### src/rtl/popcount_handshake_core.sv
module popcount_handshake_core #(
  parameter int WIDTH = 32
) (
  input  logic             clk,
  input  logic             rst,
  input  logic             req_start,
  input  logic [WIDTH-1:0] din,
  output logic             start_ack,
  output logic [WIDTH-1:0] cnt_out,
  output logic             done,
  input  logic             done_ack,
  output logic             ones_odd
);

  typedef enum logic [1:0] {IDLE, GRAB, SHIFT, HOLD} phase_t;

  phase_t           phase;
  logic [WIDTH-1:0] work;
  logic [WIDTH-1:0] tally;
  logic [WIDTH-1:0] work_next;

  assign work_next = work >> 1;

  always_ff @(posedge clk) begin
    if (rst) begin
      phase <= IDLE;
    end else begin
      case (phase)
        IDLE:    if (req_start) phase <= GRAB;
        GRAB:    phase <= SHIFT;
        SHIFT:   if (work_next == '0) phase <= HOLD;
        HOLD:    if (done_ack) phase <= IDLE;
        default: phase <= IDLE;
      endcase
    end
  end

  always_ff @(posedge clk) begin
    if (rst) begin
      work  <= '0;
      tally <= '0;
    end else if (phase == GRAB) begin
      work  <= din;
      tally <= '0;
    end else if (phase == SHIFT) begin
      work  <= work_next;
      tally <= tally + {{(WIDTH-1){1'b0}}, work[0]};
    end
  end

  assign start_ack = (phase == GRAB);
  assign done      = (phase == HOLD);
  assign cnt_out   = done ? tally : '0;
  assign ones_odd  = done & tally[0];

endmodule


### config.mk
export PLATFORM = sky130hd
export DESIGN_NAME = popcount_handshake_core
export DESIGN_NICKNAME = d
export VERILOG_FILES = /design/src/rtl/popcount_handshake_core.sv
export SDC_FILE = /design/constraint.sdc
export NUM_CORES = 1
export LEC_CHECK = 0
export BUFFER_PORTS_ARGS = -buffer_cell sky130_fd_sc_hd__buf_2
export CAP_MARGIN = 20
export CORE_AREA = 10 10 105 107
export CTS_BUF_LIST = sky130_fd_sc_hd__clkbuf_4
export DETAILED_ROUTE_END_ITERATION = 8
export DIE_AREA = 0 0 115 117
export GPL_TIMING_DRIVEN = 0
export HOLD_SLACK_MARGIN = 0.06
export PLACE_DENSITY_LB_ADDON = 0.2
export SKIP_CTS_REPAIR_TIMING = 1
export SLEW_MARGIN = 10
export SYNTH_ARGS = -nofsm -noshare
export SYNTH_HDL_FRONTEND = slang
export SYNTH_SLANG_ARGS = --single-unit
### constraint.sdc
create_clock -name clk -period 2.4 [get_ports clk]
set_clock_uncertainty 0.05 [all_clocks]
set_input_delay 0.48 -clock clk [delete_from_list [all_inputs] [get_ports clk]]
set_output_delay 0.48 -clock clk [all_outputs]
set_load 0.02 [all_outputs]
==> results of run 1 <==
-- path summary, 6_finish.rpt --
| check | start | end | slack [ps] | cells past startpoint |
|---|---|---|---|---|
| setup / recovery | phase[0] | cnt_out[23] | 120 | 5 |
| hold / removal | din[31] | work[31] | 310 | 3 |
| setup reg to reg | phase[0] | tally[29] | 130 | 8 |
| hold reg to reg | tally[30] | tally[30] | 450 | 2 |
-- cell families (layout without fill, tap and decap cells) --
logic type | after synthesis | after routing
AOI/OAI and AO/OA | 73 | 73
xor gates and xnor gates | 9 | 9
adders and majority gates | 7 | 7
buffers and inverters | 40 | 128
DFF | 66 | 66
muxes | 35 | 35
and+or+nand+nor | 169 | 169
-- power groups by stage --
| stage | registers [mW] | clock network (mW) | logic [mW] |
|---|---|---|---|
| global placement | 1.58 | 0 | 1.49 |
| floorplan | 1.52 | 0 | 1.21 |
| global route | 1.60 | 0.695 | 1.72 |
| detailed placement | 1.58 | 0 | 1.53 |
| finish | 1.56 | 0.619 | 1.52 |
| CTS | 1.56 | 0.640 | 1.53 |
-- layout by cell type (no fill, tap or decap), types with 3 or more instances in the layout --
master / Yosys / layout
a211oi_1: 31 / 31
a21oi_1: 17 / 17
and2_1: 29 / 29
and3_1: 3 / 3
and4_1: 4 / 3
buf_1: 4 / 3
buf_2: 3 / 74
buf_4: 2 / 3
clkbuf_1: 21 / 17
clkbuf_2: 0 / 3
clkbuf_4: 0 / 12
clkinv_1: 0 / 3
dfxtp_1: 66 / 66
ha_1: 7 / 6
inv_1: 9 / 8
mux2i_1: 34 / 34
nand2_1: 15 / 15
nand3_1: 12 / 12
nand4_1: 11 / 11
nor2_1: 52 / 52
nor3_1: 3 / 3
nor4_1: 15 / 14
o21ai_0: 4 / 4
o31ai_1: 12 / 12
or3_1: 5 / 5
or4_1: 12 / 12
xnor2_1: 6 / 6
xor2_1: 3 / 3
-- stage by stage --
step           power (mW)  setup TNS [ps]  std cells  cell area (um2)
2_1_floorplan        2.72               0        399             3430
3_3_place_gp         3.07           -52.3        580             3920
3_5_place_dp         3.11           -68.6        580             3920
4_1_cts              3.73           -4240        596             4020
5_1_grt              4.01               0        598             4060
6_report             3.70               0        598             4060
-- registers in the layout (all words and copies together), names as in the netlist --
| name | cells |
|---|---|
| tally | 32 |
| work | 32 |
| phase | 2 |
-- Yosys cell counts (2+ instances only) --
cell	count	area share (%)
buf_4	2	0.44
nand2b_1	2	0.37
or4_1	12	2.6
or3_1	5	0.91
and4_1	4	1.0
inv_1	9	0.99
o21ai_0	4	0.58
buf_1	4	0.44
o31ai_1	12	2.6
nor3_1	3	0.44
a211oi_1	31	6.8
nand3_1	12	1.8
a21oi_1	17	2.5
nor2_1	52	5.7
buf_2	3	0.44
clkbuf_1	21	2.3
dfxtp_1	66	39
nor4_1	15	2.7
and2_1	29	5.3
nand2_1	15	1.6
and3_1	3	0.55
xnor2_1	6	1.5
mux2i_1	34	9.9
nand4_1	11	2.0
ha_1	7	2.6
o311ai_0	2	0.51
xor2_1	3	0.77
-- worst max-delay path: cells and delay by family (launching register included) --
family	cells	cell delay, ps
DFF	1	390
adders and majority gates	1	230
and+or+nand+nor	1	150
buffers and inverters	3	590
-- area by class of cell --
cell class	instances	share of cell area, %
multi-input combinational	293	48.0
inverter	9	0.833
tap	111	3.42
buffer	31	3.64
clock inverter	5	0.524
sequential	66	32.6
timing repair buffer	72	9.01
clock buffer	11	2.04
-- metal layers --
layer | GRT usage (%) | vias up | routed length (um) | share of wire, %
met5 | 0 | - | 0 | 0
li1 | - | 1633 | - | -
met4 | 5.12 | 0 | 106 | 1.2
met3 | 3.31 | 9 | 521 | 5.7
met2 | 21.6 | 71 | 4180 | 46
met1 | 17.8 | 1482 | 4350 | 47
==> flow_summary_export.csv, run 1 <==
group,metric,value,unit
sta,worst_slew_pin_slew,666,ps
final_layout,diodes,0,
logic_synthesis,synth_area,0.00343,mm2
cts,clockRootBuffer,"clkbuf_4",
sta,drv_slew,0,
worst_hold_path,worstHoldPathType,"in2reg",
critical_path,cp_max_fo,10,
logic_synthesis,avgSynthCellArea,8.59,um2
detailed_routing,routed_wl,9160,um
logic_synthesis,synth_cells,399,
power,power_switching,1.49,mW
detailed_routing,drt_pre_antenna_iters,4,
global_route,grt_max_degree,11,
power,p_sw_share,40.3,%
logic_synthesis,synth-adder-area-share,2.56,%
critical_path,crit_type,"reg2out",
sta,timing.final.crit_share,94.9,%
global_route,overflow,0,
detailed_routing,viasPerCell,5.34,
critical_path,crit_path_max_incr_delay,390,ps
cts,cts_sinks,66,
logic_synthesis,yosysWarnings,0,
global_route,grt_use_total,13.7,%
power,ir_worst_vdd,0.505,mV
critical_path,startpoint_type,"flip-flop",
power,pwr-share-comb,41.2,%
critical_path,cp_slowest_cell,"dfxtp_1",
place,io_buffers,70,
final_layout,area_growth,18.4,%
power,clkPwrFrac,16.7,%
logic_synthesis,synth.area.mux_share,10.3,%
logic_synthesis,syn-num-nets,442,
place,pre_cts_ws,-68.6,ps
critical_path,cp.required,1870,ps
logic_synthesis,synth_edf_count,0,
logic_synthesis,synth-main-ff-cell,"dfxtp_1",
cts,path_clk_slew,100,ps
detailed_routing,drc,0,
die,die_w,115,um
cts,cts_tree,"done",
die,core,0.00902,mm2
final_layout,fin_nets,525,
logic_synthesis,synth_compound_area_share,14.6,%
sta,rsz0062_at_grt,"no",
power,power_density,913,mW/mm2
sta,setup_viol,0,
final_layout,multi_input_area,0.00195,mm2
power,p_seq_share,42.1,%
detailed_routing,wl_per_cell,15.3,um
cts,clk_path_buf_depth,2,
logic_synthesis,ys_seq_area_share,38.6,%
sta,fmax,0.439,GHz
die,die_height,117,um
power,p_leak,1.58,nW
logic_synthesis,synth_top_family_by_area,"simple AND/OR/NAND/NOR gates",
run,drv_cap,0,
logic_synthesis,yosysUniqueCellTypes,42,
detailed_routing,vias,3195,
critical_path,crit_path_end_kind,"primary output",
final_layout,fillers,938,
logic_synthesis,synth_xor_area_share,2.30,%
global_route,grt_pass1_wl,15200,um
run_status,outcome,"finished, final reports clean",
die,rows,35,
die,io_pins,71,
place,dpl.hpwl,6780,um
critical_path,worstPathArrival,1750,ps
logic_synthesis,synth-simple-area-share,26.7,%
die,start_util,38.0,%
sta,timing.final.crit_period,2280,ps
final_layout,drive_gt1_share,21.8,%
power,p_int,2.21,mW
die,dieArea,0.0135,mm2
detailed_routing,antenna_left,0,
cts,insertion_delay,390,ps
sta,hold_viol,0,
sta,holdWs,314,ps
global_route,antenna_found_initial,0,
final_layout,final_util,45.0,%
critical_path,path_cells,"ha_1, clkbuf_4, clkbuf_2, and2_1, buf_2",
final_layout,seq_area,0.00132,mm2
detailed_routing,drt_first_iter_violations,135,
cts,cts_max_level,3,
cts,cts_made_buffers,9,
logic_synthesis,ys_ff_latch,66,
sta,max_slew_margin,55.6,%
place,globalplace.congestion,0.818,
sta,fin_ws,121,ps
logic_synthesis,async_flop_share,0,%
global_route,grt_pass1_vias,3096,
Note: power is estimated with default switching activity, not from simulation.
==> run 2: changes to the inputs <==
- SETUP_SLACK_MARGIN: default -> 0.4
==> run 2 against run 1 <==
Final cell count rose by 2.2%. Critical path depth increased by 3. Via count grew 0.78%. Sequential cell count stayed put. Global-route usage decreased by 0.061 points. Design area rose by 8.2%. Hold slack got worse by 18 ps. Wire length increased by 2.3%. Sequential power is essentially flat. Fmax rose by 4.7%. Total power grew 9.4%. Die area is the same. Largest power group is now combinational cells. Highest routed layer unchanged.
==> flow_summary_export.csv, run 2 (same netlist as run 1, synthesis figures left out) <==
group,metric,value,unit
detailed_routing,viasPerCell,5.27,
sta,setup_viol,0,
global_route,grt_use_total,13.7,%
die,io_pins,71,
sta,timing.final.crit_share,90.7,%
sta,worst_slew_pin_slew,566,ps
sta,rsz0062_at_grt,"yes",
critical_path,crit_type,"reg2reg",
power,p_leak,1.71,nW
cts,cts_max_level,3,
sta,hold_viol,0,
detailed_routing,wl_per_cell,15.3,um
detailed_routing,drt_first_iter_violations,193,
critical_path,crit_path_max_incr_delay,600,ps
final_layout,diodes,0,
final_layout,top_regs,"tally x32, work x32, phase x2",
global_route,grt_pass1_wl,15300,um
power,power,4.05,mW
critical_path,worstPathArrival,2480,ps
detailed_routing,routed_wl,9370,um
final_layout,fin_cells,611,
power,ir_worst_vdd,0.648,mV
power,power_density,924,mW/mm2
die,dieArea,0.0135,mm2
worst_hold_path,worstHoldPathType,"in2reg",
critical_path,cp.required,2700,ps
cts,cts_tree,"done",
critical_path,cp_slowest_cell,"or4_4",
final_layout,final_util,48.6,%
detailed_routing,drt_pre_antenna_iters,4,
global_route,grt_max_degree,13,
place,globalplace.congestion,0.805,
sta,drv_slew,0,
final_layout,design_area,0.00439,mm2
place,place_area,0.00393,mm2
run_status,outcome,"finished, final reports clean",
final_layout,fillers,881,
critical_path,crit_path_end_kind,"flip-flop",
cts,clockRootBuffer,"clkbuf_4",
place,io_buffers,70,
final_layout,area_growth,28.1,%
final_layout,fin_nets,538,
detailed_routing,drc,0,
place,dpl.hpwl,6770,um
run,drv_cap,0,
final_layout,drive_gt1_share,29.8,%
final_layout,seq_area,0.00133,mm2
critical_path,cp_max_fo,8,
global_route,overflow,0,
detailed_routing,vias,3220,
critical_path,startpoint_type,"flip-flop",
die,die_w,115,um
global_route,grt_pass1_vias,3155,
sta,setup_tns,0,ps
cts,cts_sinks,66,
sta,fmax,0.459,GHz
die,start_util,38.0,%
cts,path_clk_slew,120,ps
critical_path,path_cells,"inv_4, ha_4, buf_8, nand4_1, or4_4, buf_8, or4_4, a21oi_2",
die,core,0.00902,mm2
detailed_routing,antenna_left,0,
die,die_height,117,um
final_layout,multi_input_area,0.00203,mm2
cts,clk_path_buf_depth,2,
sta,timing.final.crit_period,2180,ps
global_route,antenna_found_initial,0,
sta,max_slew_margin,62.3,%
place,dpl.cell_count,580,
cts,cts_made_buffers,9,
final_layout,final_cell_mix,"buf_2 (62), dfxtp_1 (62), nor2_1 (51)",
cts,insertion_delay,410,ps
die,rows,35,
==> run 2: changes by cell type in the layout (fill, tap and decap cells not counted), moves of 3 or more <==
cell,before,now
buf_4,3,28
buf_2,74,62
clkbuf_1,17,7
clkbuf_2,3,9
dfxtp_1,66,62
dfxtp_4,0,3
ha_1,6,3
ha_4,0,3
o31ai_1,12,9
==> run 2: critical path: cells and delay by family, from the launching register on <==
family,cells,cell delay [ps]
flip-flops,1,380
adder cells (fa/ha/maj),1,120
AO/OA/AOI/OAI,1,130
buffers and inverters,3,330
AND/OR/NAND/NOR,3,1120
==> run 2: layer usage <==
layer  vias to the layer above  wire, um  GRT usage [%]
met5                         -         0              0
met2                        81      4370           22.0
met3                        10       591           3.87
met4                         0       102           4.29
li1                       1649         -              -
met1                      1480      4310           17.2
==> run 2: power by group <==
part           leakage (nW)  internal, mW  switching (mW)
Sequential            0.541          1.36           0.216
Clock                0.0835         0.421           0.433
Combinational          1.08         0.711           0.909
Total                  1.71          2.49            1.56
==> run 2: area by class of cell <==
class	instances	share of cell area, %
clock buffers	9	1.54
plain buffers	31	4.31
multi-input cells	293	46.3
repair buffers	85	11.3
clock inverters	7	2.14
flip-flops and latches	66	30.4
inverters	9	0.827
well taps	111	3.17
==> run 2: path summary, 6_finish.rpt <==
check	cells past startpoint	endpoint	slack (ps)	start
hold reg to reg	2	tally[16]	460	tally[16]
setup reg to reg	8	tally[29]	220	phase[0]
hold / removal	3	work[31]	300	din[31]
setup / recovery	8	tally[29]	220	phase[0]
==> run 2: through the flow <==
step / setup WS [ps] / hold slack (ps)
4_1_cts: -356 / 269
5_1_grt: 139 / 285
2_1_floorplan: 400 / 406
3_3_place_gp: -68.9 / 425
6_report: 223 / 296
3_5_place_dp: -103 / 437
